==> src/rtl/fp_rnd_pkg.sv <==
package fp_rnd_pkg;

  localparam int SP_EXP_W  = 8;
  localparam int SP_FRAC_W = 23;
  localparam int SP_WORD_W = 1 + SP_EXP_W + SP_FRAC_W;

  typedef enum logic [1:0] {
    RND_NEAR_EVEN = 2'b00,
    RND_TRUNC     = 2'b01,
    RND_SPARE_A   = 2'b10,
    RND_SPARE_B   = 2'b11
  } rnd_code_e;

  typedef struct packed {
    logic                 overflow;
    logic                 inexact;
    logic [SP_WORD_W-1:0] word;
  } rnd_result_t;

  function automatic logic uses_nearest(input logic [1:0] code);
    return code == RND_NEAR_EVEN;
  endfunction

endpackage

==> src/rtl/fp_rnd_range.sv <==
module fp_rnd_range #(
  parameter int EXP_IN_W = 10,
  parameter int EXP_W    = fp_rnd_pkg::SP_EXP_W,
  parameter int SIG_W    = fp_rnd_pkg::SP_FRAC_W + 1,
  parameter int BEXP_W   = EXP_IN_W + 2
) (
  input  logic signed [EXP_IN_W-1:0] exp_unb,
  input  logic        [SIG_W-1:0]    sig,
  output logic signed [BEXP_W-1:0]   exp_biased,
  output logic                       is_zero,
  output logic                       is_tiny
);

  localparam int BIAS = (1 << (EXP_W - 1)) - 1;
  localparam logic signed [BEXP_W-1:0] BIAS_S = BEXP_W'(BIAS);
  localparam logic signed [BEXP_W-1:0] MIN_NORMAL_S = BEXP_W'(1);

  logic signed [BEXP_W-1:0] exp_wide;

  always_comb begin
    exp_wide   = BEXP_W'(exp_unb);
    exp_biased = exp_wide + BIAS_S;
    is_zero    = ~|sig;
    is_tiny    = exp_biased < MIN_NORMAL_S;
  end

endmodule

==> src/rtl/fp_rnd_incr.sv <==
module fp_rnd_incr #(
  parameter int FRAC_W = fp_rnd_pkg::SP_FRAC_W,
  parameter int SIG_W  = FRAC_W + 1
) (
  input  logic [SIG_W-1:0]  sig,
  input  logic              guard,
  input  logic              sticky,
  input  logic              nearest,
  output logic [FRAC_W-1:0] frac_out,
  output logic              carry,
  output logic              lossy
);

  logic             bump;
  logic [SIG_W:0]   sum;

  always_comb begin
    lossy = guard | sticky;
    bump  = nearest & guard & (sticky | sig[0]);
    sum   = {1'b0, sig} + {{SIG_W{1'b0}}, bump};
    carry = sum[SIG_W];
  end

  generate
    if (SIG_W > 1) begin : g_renorm
      always_comb begin
        if (carry) frac_out = sum[SIG_W-1:1];
        else       frac_out = sum[FRAC_W-1:0];
      end
    end else begin : g_trivial
      always_comb frac_out = '0;
    end
  endgenerate

endmodule

==> src/rtl/fp_rnd_pack.sv <==
module fp_rnd_pack
  import fp_rnd_pkg::*;
#(
  parameter int EXP_W  = SP_EXP_W,
  parameter int FRAC_W = SP_FRAC_W,
  parameter int BEXP_W = 12,
  parameter int WORD_W = 1 + EXP_W + FRAC_W
) (
  input  logic                     sign,
  input  logic signed [BEXP_W-1:0] exp_biased,
  input  logic                     carry,
  input  logic [FRAC_W-1:0]        frac,
  input  logic                     nearest,
  input  logic                     is_zero,
  input  logic                     is_tiny,
  input  logic                     lossy,
  output logic [WORD_W-1:0]        word,
  output logic                     overflow,
  output logic                     inexact
);

  localparam int EXP_TOP = (1 << EXP_W) - 1;
  localparam logic signed [BEXP_W-1:0] EXP_TOP_S = BEXP_W'(EXP_TOP);
  localparam logic [EXP_W-1:0]  EXP_ONES = {EXP_W{1'b1}};
  localparam logic [EXP_W-1:0]  EXP_MAXF = EXP_ONES - 1'b1;

  logic signed [BEXP_W-1:0] exp_final;
  logic                     too_big;

  always_comb begin
    exp_final = exp_biased + $signed({{(BEXP_W-1){1'b0}}, carry});
    too_big   = exp_final >= EXP_TOP_S;
    word      = '0;
    overflow  = 1'b0;
    inexact   = lossy;
    if (is_zero) begin
      word = {sign, {(WORD_W-1){1'b0}}};
    end else if (is_tiny) begin
      word    = {sign, {(WORD_W-1){1'b0}}};
      inexact = 1'b1;
    end else if (too_big) begin
      overflow = 1'b1;
      inexact  = 1'b1;
      if (nearest) word = {sign, EXP_ONES, {FRAC_W{1'b0}}};
      else         word = {sign, EXP_MAXF, {FRAC_W{1'b1}}};
    end else begin
      word = {sign, exp_final[EXP_W-1:0], frac};
    end
  end

endmodule

==> src/rtl/fp_round_unit.sv <==
module fp_round_unit
  import fp_rnd_pkg::*;
#(
  parameter int EXP_IN_W = 10,
  parameter int EXP_W    = SP_EXP_W,
  parameter int FRAC_W   = SP_FRAC_W,
  parameter bit REG_OUT  = 1'b1,
  localparam int SIG_W   = FRAC_W + 1,
  localparam int WORD_W  = 1 + EXP_W + FRAC_W,
  localparam int BEXP_W  = EXP_IN_W + 2
) (
  input  logic                clk,
  input  logic                rst_n,
  input  logic                in_valid,
  output logic                in_ready,
  input  logic                in_sign,
  input  logic [EXP_IN_W-1:0] in_exp,
  input  logic [SIG_W-1:0]    in_sig,
  input  logic                in_guard,
  input  logic                in_sticky,
  input  logic [1:0]          in_mode,
  output logic                out_valid,
  input  logic                out_ready,
  output logic [WORD_W-1:0]   out_word,
  output logic                out_overflow,
  output logic                out_inexact
);

  logic signed [BEXP_W-1:0] exp_biased;
  logic                     is_zero;
  logic                     is_tiny;
  logic [FRAC_W-1:0]        frac_rnd;
  logic                     carry;
  logic                     lossy;
  logic                     nearest;
  logic [WORD_W-1:0]        word_c;
  logic                     ovf_c;
  logic                     inx_c;

  assign nearest = uses_nearest(in_mode);

  fp_rnd_range #(
    .EXP_IN_W (EXP_IN_W),
    .EXP_W    (EXP_W),
    .SIG_W    (SIG_W),
    .BEXP_W   (BEXP_W)
  ) u_range (
    .exp_unb    ($signed(in_exp)),
    .sig        (in_sig),
    .exp_biased (exp_biased),
    .is_zero    (is_zero),
    .is_tiny    (is_tiny)
  );

  fp_rnd_incr #(
    .FRAC_W (FRAC_W),
    .SIG_W  (SIG_W)
  ) u_incr (
    .sig      (in_sig),
    .guard    (in_guard),
    .sticky   (in_sticky),
    .nearest  (nearest),
    .frac_out (frac_rnd),
    .carry    (carry),
    .lossy    (lossy)
  );

  fp_rnd_pack #(
    .EXP_W  (EXP_W),
    .FRAC_W (FRAC_W),
    .BEXP_W (BEXP_W),
    .WORD_W (WORD_W)
  ) u_pack (
    .sign       (in_sign),
    .exp_biased (exp_biased),
    .carry      (carry),
    .frac       (frac_rnd),
    .nearest    (nearest),
    .is_zero    (is_zero),
    .is_tiny    (is_tiny),
    .lossy      (lossy),
    .word       (word_c),
    .overflow   (ovf_c),
    .inexact    (inx_c)
  );

  generate
    if (REG_OUT) begin : g_reg
      logic              vld_q;
      logic [WORD_W-1:0] word_q;
      logic              ovf_q;
      logic              inx_q;

      assign in_ready = ~vld_q | out_ready;

      always_ff @(posedge clk or negedge rst_n) begin
        if (!rst_n) begin
          vld_q  <= 1'b0;
          word_q <= '0;
          ovf_q  <= 1'b0;
          inx_q  <= 1'b0;
        end else begin
          if (in_ready) vld_q <= in_valid;
          if (in_ready && in_valid) begin
            word_q <= word_c;
            ovf_q  <= ovf_c;
            inx_q  <= inx_c;
          end
        end
      end

      assign out_valid    = vld_q;
      assign out_word     = word_q;
      assign out_overflow = ovf_q;
      assign out_inexact  = inx_q;
    end else begin : g_comb
      assign in_ready     = out_ready;
      assign out_valid    = in_valid;
      assign out_word     = word_c;
      assign out_overflow = ovf_c;
      assign out_inexact  = inx_c;
    end
  endgenerate

endmodule

==> config.mk <==
export PLATFORM = sky130hd
export DESIGN_NAME = fp_round_unit
export DESIGN_NICKNAME = d
export VERILOG_FILES = /design/src/rtl/fp_rnd_pkg.sv /design/src/rtl/fp_rnd_range.sv /design/src/rtl/fp_rnd_incr.sv /design/src/rtl/fp_rnd_pack.sv /design/src/rtl/fp_round_unit.sv
export SDC_FILE = /design/constraint.sdc
export NUM_CORES = 1
export LEC_CHECK = 0
export CELL_PAD_IN_SITES_DETAIL_PLACEMENT = 1
export CELL_PAD_IN_SITES_GLOBAL_PLACEMENT = 2
export CORE_MARGIN = 2
export CORE_UTILIZATION = 29
export CTS_CLUSTER_DIAMETER = 200
export DETAILED_ROUTE_END_ITERATION = 16
export PLACE_DENSITY_LB_ADDON = 0.1
export SLEW_MARGIN = 20
export SYNTH_ARGS = -nofsm -noshare
export SYNTH_HDL_FRONTEND = slang
export SYNTH_SLANG_ARGS = --single-unit
==> constraint.sdc <==
create_clock -name clk -period 1.95 [get_ports clk]
set_input_delay 0.4875 -clock clk [delete_from_list [all_inputs] [get_ports clk]]
set_output_delay 0.4875 -clock clk [all_outputs]
set_load 0.02 [all_outputs]
==> impl_results.md <==
* Status: finished, violations left
* Violated checks: negative setup slack
* Final Critical Period at ~3700 ps
* Synth Register Bits at 35
* Register area share after synthesis at 0.3074
* Worst Setup Start Kind: input pin
* CP arrival at around 3900 ps
* Synth unique cells at 67
* Slew at the pin with the worst max-slew slack at 497.7 ps
* Post-synth top area share at 0.3074
* Type of destination of the critical path: register
* Critical path peak fanout at 8
* GP Congestion at 0.8655
* Syn_area_per_cell at 8.875 um2
* Post-Syn Area at between 2000 and 3000 um2
* FFs w/ async S/R, synth at 1.000
* Max layer used: met4
* Worst path max stage delay at 510 ps
* Die Ht at 103.1 um
* DR WL/cell at approximately 17 um
* Antenna Cells at 0
* CTS buffer count at 5
* Via total after detailed routing at approximately 3,200
* R2r setup slk at ~80 ps
* ANT nets after route at 0
* Fin util at 0.5143
* Worst r2r src: out_valid$_DFFE_PN0N_
* RSZ-0062 raised after global routing: yes
* Residual DRC at 0
* 1st-iter DRT viols at 132
* First-pass GRT wire length at between 15 and 20 mm
* Most used DFF post-synth: dfrtp_1
* Critical path's slowest cell: clkdlybuf4s50_1
* Final setup fails at 33
* DRT met1 WL at 4.650 mm
* Met2 Routed Length at between 6 and 7 mm
* Layout Nets at 559
* Mapped Cells at 321
* Critical path, cell by cell: clkdlybuf4s50_1 -> nand3_2 -> nor4_4 -> nand2_2 -> nor3_4 -> ha_4 -> ha_4 -> or3b_4 -> a32oi_2 -> xnor2_1 -> and3_1 -> nand3_2 -> a21o_4 -> buf_6 -> buf_16 -> a32oi_1
* Max-Cap Viols at 0
* FF+latch area at 875.8 um2
* Routed vias/inst at 4.989
* Clk root buf: clkbuf_8
* # IOs at 79
* Critical path required time at 2160 ps
* Worst slew margin at 0.6682
* Clock buffer depth at 2
* Yosys warns at 0
* Layout cell share with drive strength beyond 1 at 0.3757
* Antenna violations before repair at 0
* Port Buffers at 78
* CTS tree: yes
* Number of synthesized flops with an enable pin at 0
* Max Transition Viols Final at 0
* Critical path class: in2reg
* Area leader, netlist: dfrtp_1
* HP Class: in2async
* Starting Density at 0.2956
* WL met3 at 221 um
* Worst setup path startpoint: in_sig[13]
* Top post-synthesis cells by area: dfrtp_1, nand2_1, xnor2_1
* Worst-skew pair later-pin latency at around 290 ps
* Final worst slack at -1701 ps
* CTS clk-pin slew, worst paths at 80 ps
* R2R cell count at 8
* Vias in the first global route at roughly 3,600
* DIE AREA at 10,630 um2
* Final Cycle Share at 1.872
* DPL Wire Length at 8.199 mm
* Hold Violations, Final at 0
* Peak Freq at 0.2739 GHz
* GRT overflow at 0
* Syn_nets at ~370
* Clk sinks at 35
* Pin count of the biggest net entering global routing at 45
* Skew final at 8.763 ps
* Power Density at 526.0 nW/um2
* Final WL at 11.06 mm
* Area of placed instances at around 4600 um2
* Htree depth at 2
* Post-layout instance area at just under 5000 um2
* Synthesis-to-layout area growth at 74.00%
* Drt pass-1 iters at 4
* P_leak at 0.002129 uW
* Layout fillers at 1,142
* Core area at 9639 um2
* Peak VDD IR at roughly 330 uV
* Area occupied by multi-input gates at 1999 um2
* Rows at 36
* Horiz. Die Dim at 103.1 um
* GRT Overall Usage at 0.2158
* Worst R2R End: out_word[15]$_DFFE_PN0P_
synthesized netlist by cell type (2+ instances only):
library cell  number
a211o_1            2
a21oi_1           14
a22oi_1           15
a22oi_2           10
a31oi_1            3
a32oi_1            7
and3_1            13
buf_6              6
clkbuf_1           6
dfrtp_1           35
ha_1               5
inv_1              8
mux2_2             2
nand2_1           45
nand2b_1           5
nand3_1           14
nand3b_1           2
nand4_1            5
nor2_1            15
nor2b_1            3
nor3_1             2
nor4_1             7
nor4b_1            2
o21a_1            11
o21ai_0            7
o21ai_1            5
o21bai_1           2
o41ai_1            2
or2_2              3
xnor2_1           19
xor2_1            10
registers in the layout, summed over array words and instances, names as in the netlist:
signal and count:
out_overflow 1, out_inexact 1, out_word 32, out_valid 1
metrics by stage:
step	power (uW)	hold WS (ps)	setup TNS (ps)	setup slack, ps	instances
after CTS	2638	253.1	-57440	-1805	641
final	2608	238.1	-53820	-1701	644
after global routing	2757	266.4	-59730	-1863	644
after detailed placement	1988	487.7	-75700	-2340	622
after global placement	1961	478.5	-70840	-2187	622
after floorplan	1404	191.9	-61930	-1939	321
cells in the final DEF (no fill, tap or decap), drive strengths merged, types with 3 or more instances in the layout:
cell and count:
a31oi 3, dlygate4sd2 5, ha 5, nand2 45, xor2 10, dfrtp 35, nor2b 3, a22oi 25
and3 14, buf 128, nor4 9, a21oi 15, nor4b 3, clkbuf 7, xnor2 19, or2 3
nand3 14, o21a 11, a32oi 7, o21ai 12, nor3 3, clkdlybuf4s50 64, inv 8, nand2b 5
nor2 16, nand4 5
cells by family (layout without fill, tap and decap cells):
family	Yosys count	count (layout)	share of synthesized area
and+or+nand+nor	130	130	0.2468
AOI/OAI and AO/OA	93	93	0.2635
adders and majority gates	5	5	0.02196
xor gates and xnor gates	29	29	0.08915
muxes	3	3	0.01142
DFF	35	35	0.3074
buffers and inverters	26	216	0.05972
worst max-delay path by stage:
| stage | endpoint | slack (ps) | depth (start not counted) |
|---|---|---|---|
| 6_report | out_word[2]$_DFFE_PN0P_ | -1700 | 16 |
| 5_1_grt | out_word[21]$_DFFE_PN0P_ | -1860 | 20 |
| 4_1_cts | out_word[10]$_DFFE_PN0P_ | -1810 | 20 |
| 3_5_place_dp | out_word[10]$_DFFE_PN0P_ | -2340 | 19 |
| 3_3_place_gp | out_word[8]$_DFFE_PN0P_ | -2190 | 19 |
| 2_1_floorplan | out_word[10]$_DFFE_PN0P_ | -1940 | 20 |
cell type report:
type,instances,area share
multi-input combinational,260,0.4033
timing repair buffer,201,0.3627
sequential,35,0.1767
tap,133,0.03357
clock buffer,6,0.01666
inverter,8,0.006058
clock inverter,1,0.001010
power breakdown:
group,switching [uW],internal (uW),leakage [uW]
logic,556,600,0.00164
clock network,272,277,0.0000470
registers,72.0,830,0.000441
total,900,1710,0.00213
worst max-delay path, delay by kind of cell:
kind | cells | cell delay, ps
AND/OR/NAND/NOR | 7 | 1460
buffers and inverters | 3 | 770
AO/OA/AOI/OAI | 3 | 650
adder cells (fa/ha/maj) | 2 | 310
XOR/XNOR | 1 | 160
layer usage:
| metal | global-route usage | up-vias |
|---|---|---|
| met5 | 0 | - |
| met2 | 0.4126 | 52 |
| met1 | 0.2550 | 1580 |
| li1 | - | 1568 |
| met4 | 0.05061 | 0 |
| met3 | 0.02576 | 13 |
timing repair:
action                                  in CTS  in global routing
endpoints found under the setup margin      34                 34
hold buffers                                 0                  0
setup buffers                                9                  4
pin swaps                                   19                 12
gates resized for setup                     44                 12
gates cloned                                 3                  0
Note: power is estimated with default switching activity, not from simulation.
